**config.mk**
```make
export PLATFORM = sky130hd
export DESIGN_NAME = irql_latch
export DESIGN_NICKNAME = d
export VERILOG_FILES = /design/src/rtl/irql_pkg.sv /design/src/rtl/irql_line.sv /design/src/rtl/irql_latch.sv
export SDC_FILE = /design/constraint.sdc
export NUM_CORES = 1
export LEC_CHECK = 0
export BUFFER_PORTS_ARGS = -buffer_cell sky130_fd_sc_hd__buf_2
export CAP_MARGIN = 20
export CORE_UTILIZATION = 43
export CTS_CLUSTER_SIZE = 40
export DETAILED_ROUTE_END_ITERATION = 6
export PLACE_DENSITY = 0.8
export REMOVE_ABC_BUFFERS = 1
export SLEW_MARGIN = 30
export SYNTH_ARGS = -nofsm -noshare
export SYNTH_HDL_FRONTEND = slang
export SYNTH_SLANG_ARGS = --single-unit
```
**constraint.sdc**
```tcl
create_clock -name clk -period 1.2 [get_ports clk]
set_clock_uncertainty 0.05 [all_clocks]
set_input_delay 0.06 -clock clk [delete_from_list [all_inputs] [get_ports clk]]
set_output_delay 0.06 -clock clk [all_outputs]
set_load 0.01 [all_outputs]
```
**src/rtl/irql_pkg.sv**
```systemverilog
package irql_pkg;
    typedef enum logic [1:0] {
        ST_IDLE = 2'b00,
        ST_NEW  = 2'b01,
        ST_PEND = 2'b10,
        ST_MASK = 2'b11
    } line_stat_e;
endpackage

```
**src/rtl/irql_line.sv**
```systemverilog
module irql_line
    import irql_pkg::*;
(
    input  logic       lvl_mode,
    input  logic       lvl_in,
    input  logic       last_q,
    input  logic       req_q,
    input  logic       ack_hit,
    input  logic       init,
    input  logic       masked,
    output logic       req_d,
    output logic       last_d,
    output line_stat_e stat
);
    logic rise;
    logic evt;
    logic req_acked;

    always_comb begin
        rise      = lvl_in & ~last_q;
        evt       = lvl_mode ? lvl_in : rise;
        // acknowledge clears only an edge request, applied before a new edge
        req_acked = req_q & ~(ack_hit & ~lvl_mode);

        if (init) begin
            last_d = 1'b0;
            req_d  = req_q & lvl_mode;
        end else if (lvl_mode) begin
            last_d = lvl_in;
            req_d  = lvl_in;
        end else begin
            last_d = lvl_in;
            req_d  = req_acked | rise;
        end

        if (masked)
            stat = ST_MASK;
        else if (evt)
            stat = req_q ? ST_PEND : ST_NEW;
        else
            stat = ST_IDLE;
    end
endmodule

```
**src/rtl/irql_latch.sv**
```systemverilog
module irql_latch
    import irql_pkg::*;
#(
    parameter int              NLINES     = 8,
    parameter int              IDXW       = (NLINES > 1) ? $clog2(NLINES) : 1,
    parameter logic [NLINES-1:0] TRIG_WMASK = 8'hF8
) (
    input  logic                clk,
    input  logic                rst,
    input  logic [NLINES-1:0]   line_lvl,
    input  logic [NLINES-1:0]   mask,
    input  logic                trig_wr,
    input  logic [NLINES-1:0]   trig_wdata,
    input  logic                ack_vld,
    input  logic [IDXW-1:0]     ack_idx,
    input  logic                init,
    output logic [NLINES-1:0]   req,
    output logic [NLINES-1:0]   trig_mode,
    output logic [2*NLINES-1:0] status
);
    localparam int STW = 2 * NLINES;

    typedef struct packed {
        logic [NLINES-1:0] req;
        logic [NLINES-1:0] last;
        logic [NLINES-1:0] trig;
    } state_t;

    state_t st_d, st_q;

    logic [NLINES-1:0] ln_req_d;
    logic [NLINES-1:0] ln_last_d;
    logic [STW-1:0]    ln_stat;

    for (genvar i = 0; i < NLINES; i++) begin : g_line
        line_stat_e stat_i;

        irql_line u_line (
            .lvl_mode (st_q.trig[i]),
            .lvl_in   (line_lvl[i]),
            .last_q   (st_q.last[i]),
            .req_q    (st_q.req[i]),
            .ack_hit  (ack_vld && (ack_idx == IDXW'(i))),
            .init     (init),
            .masked   (mask[i]),
            .req_d    (ln_req_d[i]),
            .last_d   (ln_last_d[i]),
            .stat     (stat_i)
        );

        assign ln_stat[2*i +: 2] = stat_i;
    end

    always_comb begin
        st_d      = st_q;
        st_d.req  = ln_req_d;
        st_d.last = ln_last_d;
        if (trig_wr)
            st_d.trig = trig_wdata & TRIG_WMASK;
        if (rst)
            st_d = '0;
    end

    always_ff @(posedge clk) begin
        st_q <= st_d;
    end

    assign req       = st_q.req;
    assign trig_mode = st_q.trig;
    assign status    = ln_stat;
endmodule

```
==> summary.txt, run 1 <==
Run status
  • Run status: finished with violations
  • Failing checks: setup timing

Synth
  • Post-Synthesis Cell Area: 1134 sq um
  • Cells after synthesis: 133
  • Syn_area_per_cell: 8.523 sq um
  • Register area share after synthesis: 37.09%
  • Post-synthesis register bit count: 21
  • Yosys warns: 0
  • Number of library cell types mapped by synthesis: 28

Timing
  • Tcrit/Tclk final: 102.7%
  • Final setup violation count: 6
  • RSZ-0062 raised after global routing: true
  • Crit path time final: 1.233 ns
  • Final hold viol count: 0
  • Max Freq: roughly 810 MHz
  • Final worst slack: -0.03291 ns
  • Max Slew Vio Count: 0

Power
  • PD cells: 898.0 nW/um^2
  • Worst vdd ir: 0.0006102 V
  • Comb pwr share: 27.4%
  • Switching Share: 29.05%
  • Leak: just under 0.0008 uW
  • Internal Power: between 1000 and 1500 uW
  • Part of the power in registers: roughly half
  • Total Power: approximately 1500 uW
  • Clk pwr share: 22.9%
  • Switching Power: about 450 uW

Layout
  • N_diodes: 0
  • P&R area growth vs syn: 51.66%
  • Nets: 234
  • Layout fillers: 209
  • Final cell count without fillers: 231
  • Share of cells above drive strength 1: 48.76%

Clock network
  • TritonCTS Buffers: 3
  • Clk slew on worst S/H paths: 0.11 ns
  • Longest Clk Path Bufs: 2
  • CTS tree: built
  • Worst-Skew Late Latency: 0.31 ns
  • H-tree depth: 1
  • Sinks on Clock Net: 21
  • Clk root buf: clkbuf_4

Floorplan
  • CORE AREA: 2477 sq um
  • Die height: 53.35 um
  • I/O pin cnt: between 60 and 70
  • Die area: between 2000 and 3000 sq um
  • Num rows: 18
  • Die W: 53.35 um
  • Initial Utilization: 45.76%

Critical path
  • Crit start category: register
  • Critical path's slowest cell: dfxtp_2
  • Critical path data required time: 1.09 ns
  • FF-to-FF path depth: 4
  • CP Class: register to primary output
  • Max stage delay on crit path: 0.34 ns
  • CP endpoint kind: primary output
  • Critical Path Fanout Max: 3
  • CP arrival: 1.12 ns
  • Worst-path cell chain: nand2b_4 -> a31o_4 -> buf_6

Worst hold path
  • Hold Path Depth: 3
  • Hold/Removal Path Class: primary input to register

Drt
  • Via/cell ratio: 5.039
  • DRC: 0
  • Initial DRC count: 12
  • Wire per inst: between 10 and 15 um
  • Initial DRT Pass Iterations: 4
  • Detail Route Antenna Nets: 0
  • DR vias: 1164
  • Total Wirelength: about 3000 um

Placement
  • IO buf count: 57
  • Placed cell count: ~200
  • Gpl congestion: 0.8012
  • Post-DP HPWL: 1877 um

GRT
  • All-Layer GR Usage: 20.62%
  • Total congestion overflow: 0
  • Global-route wire length before repair: about 4200 um
  • Antenna violations before repair: 0
  • Pin count of the biggest net entering global routing: 12
  • Vias in the first global route: roughly 1.0k

Job
  • Max-cap viol count: 0
-- synthesized netlist by cell type --
master	n	area, sq um
o31ai_1	1	7.510
o21ai_1	1	5.000
o21ai_0	5	25.02
a21oi_1	3	15.01
nand3_1	5	25.02
conb_1	1	3.750
a22oi_2	1	12.51
mux2_2	1	11.26
buf_2	1	5.000
nand2_1	3	11.26
o211ai_1	2	15.01
a21o_1	1	7.510
a31oi_1	4	25.02
inv_1	10	37.54
buf_4	17	127.6
clkbuf_1	1	3.750
o21bai_1	12	90.09
nor2_1	10	37.54
o311ai_0	1	8.760
a31o_2	4	35.03
nor2b_1	1	6.260
o2111ai_1	1	8.760
nand2b_1	8	50.05
dfxtp_1	21	420.4
mux2i_1	5	50.05
or2_4	1	8.760
nand3b_1	4	30.03
and2_1	8	50.05
-- sequential cells by signal (all words and copies together), names as in the netlist --
signal     count
req            8
trig_mode      5
st_q           8
-- power groups by stage --
stage               Combinational, uW  Clock, uW  Sequential, uW
floorplan                         139          0             786
global placement                  296          0             776
detailed placement                304          0             779
CTS                               384        352             767
global route                      458        381             774
finish                            422        353             769
-- worst paths after layout --
kind / start / to / slack, ns
hold / removal: line_lvl[6] / req[6]$_SDFF_PP0_ / 0.01
setup / recovery: trig_mode[6]$_SDFFE_PP0P_ / status[13] / -0.03
hold reg to reg: req[1]$_SDFF_PP0_ / req[1]$_SDFF_PP0_ / 0.48
setup reg to reg: trig_mode[4]$_SDFFE_PP0P_ / req[4]$_SDFF_PP0_ / 0.21
-- worst max-delay path: cells and delay by family (launching register included) --
family | cells | cell delay [ns]
AND/OR/NAND/NOR | 1 | 0.15
AO/OA/AOI/OAI | 1 | 0.22
buffers and inverters | 1 | 0.11
flip-flops | 1 | 0.34
-- per-stage QoR --
step | TNS, ns | utilization (%) | area [sq um] | hold slack, ns | setup slack (ns)
6_report | -0.1246 | 69.39 | 1719 | 0.01365 | -0.03291
5_1_grt | -0.5882 | 69.39 | 1719 | 0.02717 | -0.09373
4_1_cts | -0.1271 | 66.06 | 1637 | 0.01159 | -0.04438
3_5_place_dp | 0 | 54.49 | 1350 | 0.2309 | 0.1949
3_3_place_gp | 0 | 54.49 | 1350 | 0.2256 | 0.2213
2_1_floorplan | 0 | - | 1005 | 0.07941 | 0.2411
-- cell families after synthesis --
group	share of synthesized area [%]
flops	37.09
buf+inv	15.34
simple gates	19.32
compound gates	22.52
other cells	0.3308
mux	5.408
-- cell usage in the layout, fill, tap and decap left out, types with 2 or more instances in the layout --
master / synthesis / layout
buf_2: 1 / 51
dlygate4sd3_1: 0 / 14
o21bai_1: 12 / 12
buf_4: 17 / 12
dfxtp_1: 21 / 11
nor2_1: 10 / 9
dfxtp_2: 0 / 9
inv_1: 10 / 8
and2_1: 8 / 8
nand2b_4: 0 / 6
mux2i_1: 5 / 5
nand3_1: 5 / 5
a31o_4: 0 / 4
nand3b_1: 4 / 4
a31oi_1: 4 / 4
buf_6: 0 / 4
nand2_1: 3 / 3
o21ai_0: 5 / 3
a21oi_1: 3 / 3
conb_1: 1 / 3
clkbuf_4: 0 / 3
inv_2: 0 / 2
o21ai_4: 0 / 2
nand2b_1: 8 / 2
o211ai_1: 2 / 2
-- what timing repair did --
action,4_1_cts,5_1_grt
pin swaps,4,5
buffers inserted,3,5
hold buffers,14,0
hold endpoints to repair,15,0
endpoints found under the setup margin,10,21
resized for setup,21,14
-- metal layers --
layer / up-vias / wire (um) / GRT usage, %
met1: 539 / 1239 / 21.03
met2: 42 / 1597 / 39.58
li1: 578 / - / -
met3: 5 / 147 / 3.736
met4: 0 / 46 / 9.211
met5: - / 0 / 0
-- layout make-up --
cell class              count  area, sq um  share of cell area [%]
clock buffers               4        26.28                   1.528
inverters                  10        37.54                   2.183
multi-input cells          85        651.9                   37.92
flip-flops and latches     21        435.4                   25.33
well taps                  30        37.54                   2.183
repair buffers             81        530.5                   30.86
No activity file was read; power rests on OpenSTA's default activity.
==> run 2: changes to the inputs <==
Clock period 1.2 ns to 1.4 ns, I/O delays scaled along.
==> summary.txt, run 2 (synthesis results as in run 1) <==
Floorplan
  • I/O pin cnt: 64 (unchanged)
  • Initial Utilization: 45.76% (unchanged)
  • Die height: 53.35 um (unchanged)
  • Num rows: 18 (unchanged)
  • CORE AREA: 2477 sq um (unchanged)
  • Die area: 2846 sq um (unchanged)
  • Die W: 53.35 um (unchanged)

Drt
  • Total Wirelength: 2644 um (was 3030 um)
  • Wire per inst: 11.86 um (was 13.12 um)
  • Detail Route Antenna Nets: 0 (unchanged)
  • Initial DRT Pass Iterations: 4 (unchanged)
  • Initial DRC count: 10 (was 12)
  • Via/cell ratio: 5.045 (was 5.039)
  • DR vias: 1125 (was 1164)
  • DRC: 0 (unchanged)

Critical path
  • Critical Path Fanout Max: 5 (was 3)
  • Crit start category: register (unchanged)
  • Critical path's slowest cell: dfxtp_1 (was dfxtp_2)
  • Worst-path cell chain: nand2b_1 -> a31o_2 -> buf_2 (was nand2b_4 -> a31o_4 -> buf_6)
  • Critical path data required time: 1.28 ns (was 1.09 ns)
  • CP Class: register to primary output (unchanged)
  • CP endpoint kind: primary output (unchanged)
  • CP arrival: 1.22 ns (was 1.12 ns)
  • Max stage delay on crit path: 0.36 ns (was 0.34 ns)

GRT
  • Total congestion overflow: 0 (unchanged)
  • All-Layer GR Usage: 19.30% (was 20.62%)
  • Vias in the first global route: 1024 (was 1048)
  • Antenna violations before repair: 0 (unchanged)
  • Global-route wire length before repair: 4022 um (was 4188 um)
  • Pin count of the biggest net entering global routing: 13 (was 12)

Layout
  • Fin area: 1510 sq um (was 1719 sq um)
  • Post-layout util: 60.96% (was 69.39%)
  • Commonest non-fill, non-tap cell in the layout: buf_2 (unchanged)
  • Share of cells above drive strength 1: 37.82% (was 48.76%)
  • Nets: 226 (was 234)
  • N_diodes: 0 (unchanged)
  • P&R area growth vs syn: 33.22% (was 51.66%)
  • Most frequent cells in the layout: buf_2 (57), dfxtp_1 (19), dlygate4sd3_1 (13) (was buf_2 (51), dlygate4sd3_1 (14), o21bai_1 (12), buf_4 (12), dfxtp_1 (11))

Timing
  • Max Freq: 748.4 MHz
  • Setup TNS Final: 0 ns (was -0.1246 ns)
  • Max Slew Vio Count: 0 (unchanged)
  • Final setup violation count: 0 (was 6)
  • RSZ-0062 raised after global routing: false (was true)
  • Crit path time final: 1.336 ns
  • Tcrit/Tclk final: 95.44%
  • Final hold viol count: 0 (unchanged)
  • Min Hold Slack: 0.05655 ns (was 0.01365 ns)

Clock network
  • H-tree depth: 1 (unchanged)
  • Clk root buf: clkbuf_4 (unchanged)
  • Worst-Skew Late Latency: 0.30 ns (was 0.31 ns)
  • Longest Clk Path Bufs: 2 (unchanged)
  • CTS tree: built (unchanged)
  • Clk slew on worst S/H paths: 0.12 ns (was 0.11 ns)
  • Sinks on Clock Net: 21 (unchanged)
  • TritonCTS Buffers: 3 (unchanged)

Power
  • PD cells: 822.0 nW/um^2 (was 898.0 nW/um^2)
  • Leak: 0.0007143 uW (was 0.0007950 uW)
  • Worst vdd ir: 0.0005695 V (was 0.0006102 V)
  • Total Power: 1241 uW (was 1544 uW)

Placement
  • IO buf count: 57 (unchanged)
  • Gpl congestion: 0.7750 (was 0.8012)
  • Instance area at placement: 1350 sq um (unchanged)
  • Post-DP HPWL: 1975 um (was 1877 um)

Run status
  • Run status: completed (was finished with violations)

Worst hold path
  • Hold/Removal Path Class: primary input to register (unchanged)

Job
  • Max-cap viol count: 0 (unchanged)
run 2: what timing repair did:
| action | CTS | global route |
|---|---|---|
| resized for setup | 0 | 3 |
| endpoints found under the hold margin | 13 | 0 |
| hold buffers | 13 | 0 |
| buffers inserted | 0 | 0 |
| endpoints found under the setup margin | 0 | 5 |
run 2: critical path: cells and delay by family, from the launching register on:
kind | cells | cell delay [ns]
AO/OA/AOI/OAI | 1 | 0.25
buffers and inverters | 1 | 0.13
flip-flops | 1 | 0.36
AND/OR/NAND/NOR | 1 | 0.18
run 2: worst paths after layout:
| path | start | endpoint | slack (ns) | cells past startpoint |
|---|---|---|---|---|
| max | trig_mode[4]$_SDFFE_PP0P_ | status[9] | 0.06 | 3 |
| min | rst | trig_mode[5]$_SDFFE_PP0P_ | 0.06 | 3 |
| max reg2reg | req[3]$_SDFF_PP0_ | req[3]$_SDFF_PP0_ | 0.42 | 3 |
| min reg2reg | req[0]$_SDFF_PP0_ | req[0]$_SDFF_PP0_ | 0.46 | 2 |
run 2: layer usage:
metal  up-vias  wire length (um)  global-route usage, %
met3         6               125                  3.161
met4         0                53                  10.53
met5         -                 0                      0
met1       519              1125                  21.86
met2        42              1340                  33.75
li1        558                 -                      -
run 2: area by class of cell:
class / count / area (sq um)
clock buffer: 3 / 22.52
clock inverter: 1 / 5.005
fill: 225 / 967.2
inverter: 10 / 37.54
multi-input combinational: 85 / 546.8
sequential: 21 / 422.9
tap: 30 / 37.54
timing repair buffer: 73 / 437.9
run 2: stage by stage:
step                setup slack (ns)  instances
detailed placement            0.3926        206
global route                0.003591        223
finish                       0.06389        223
CTS                          0.03546        223
global placement              0.4103        206
floorplan                     0.4411        116
run 2: report_power, final:
group | internal (uW) | switching [uW] | total [uW]
Clock | 107 | 188 | 295
Sequential | 629 | 25.9 | 655
Combinational | 152 | 140 | 292
Total | 887 | 354 | 1240
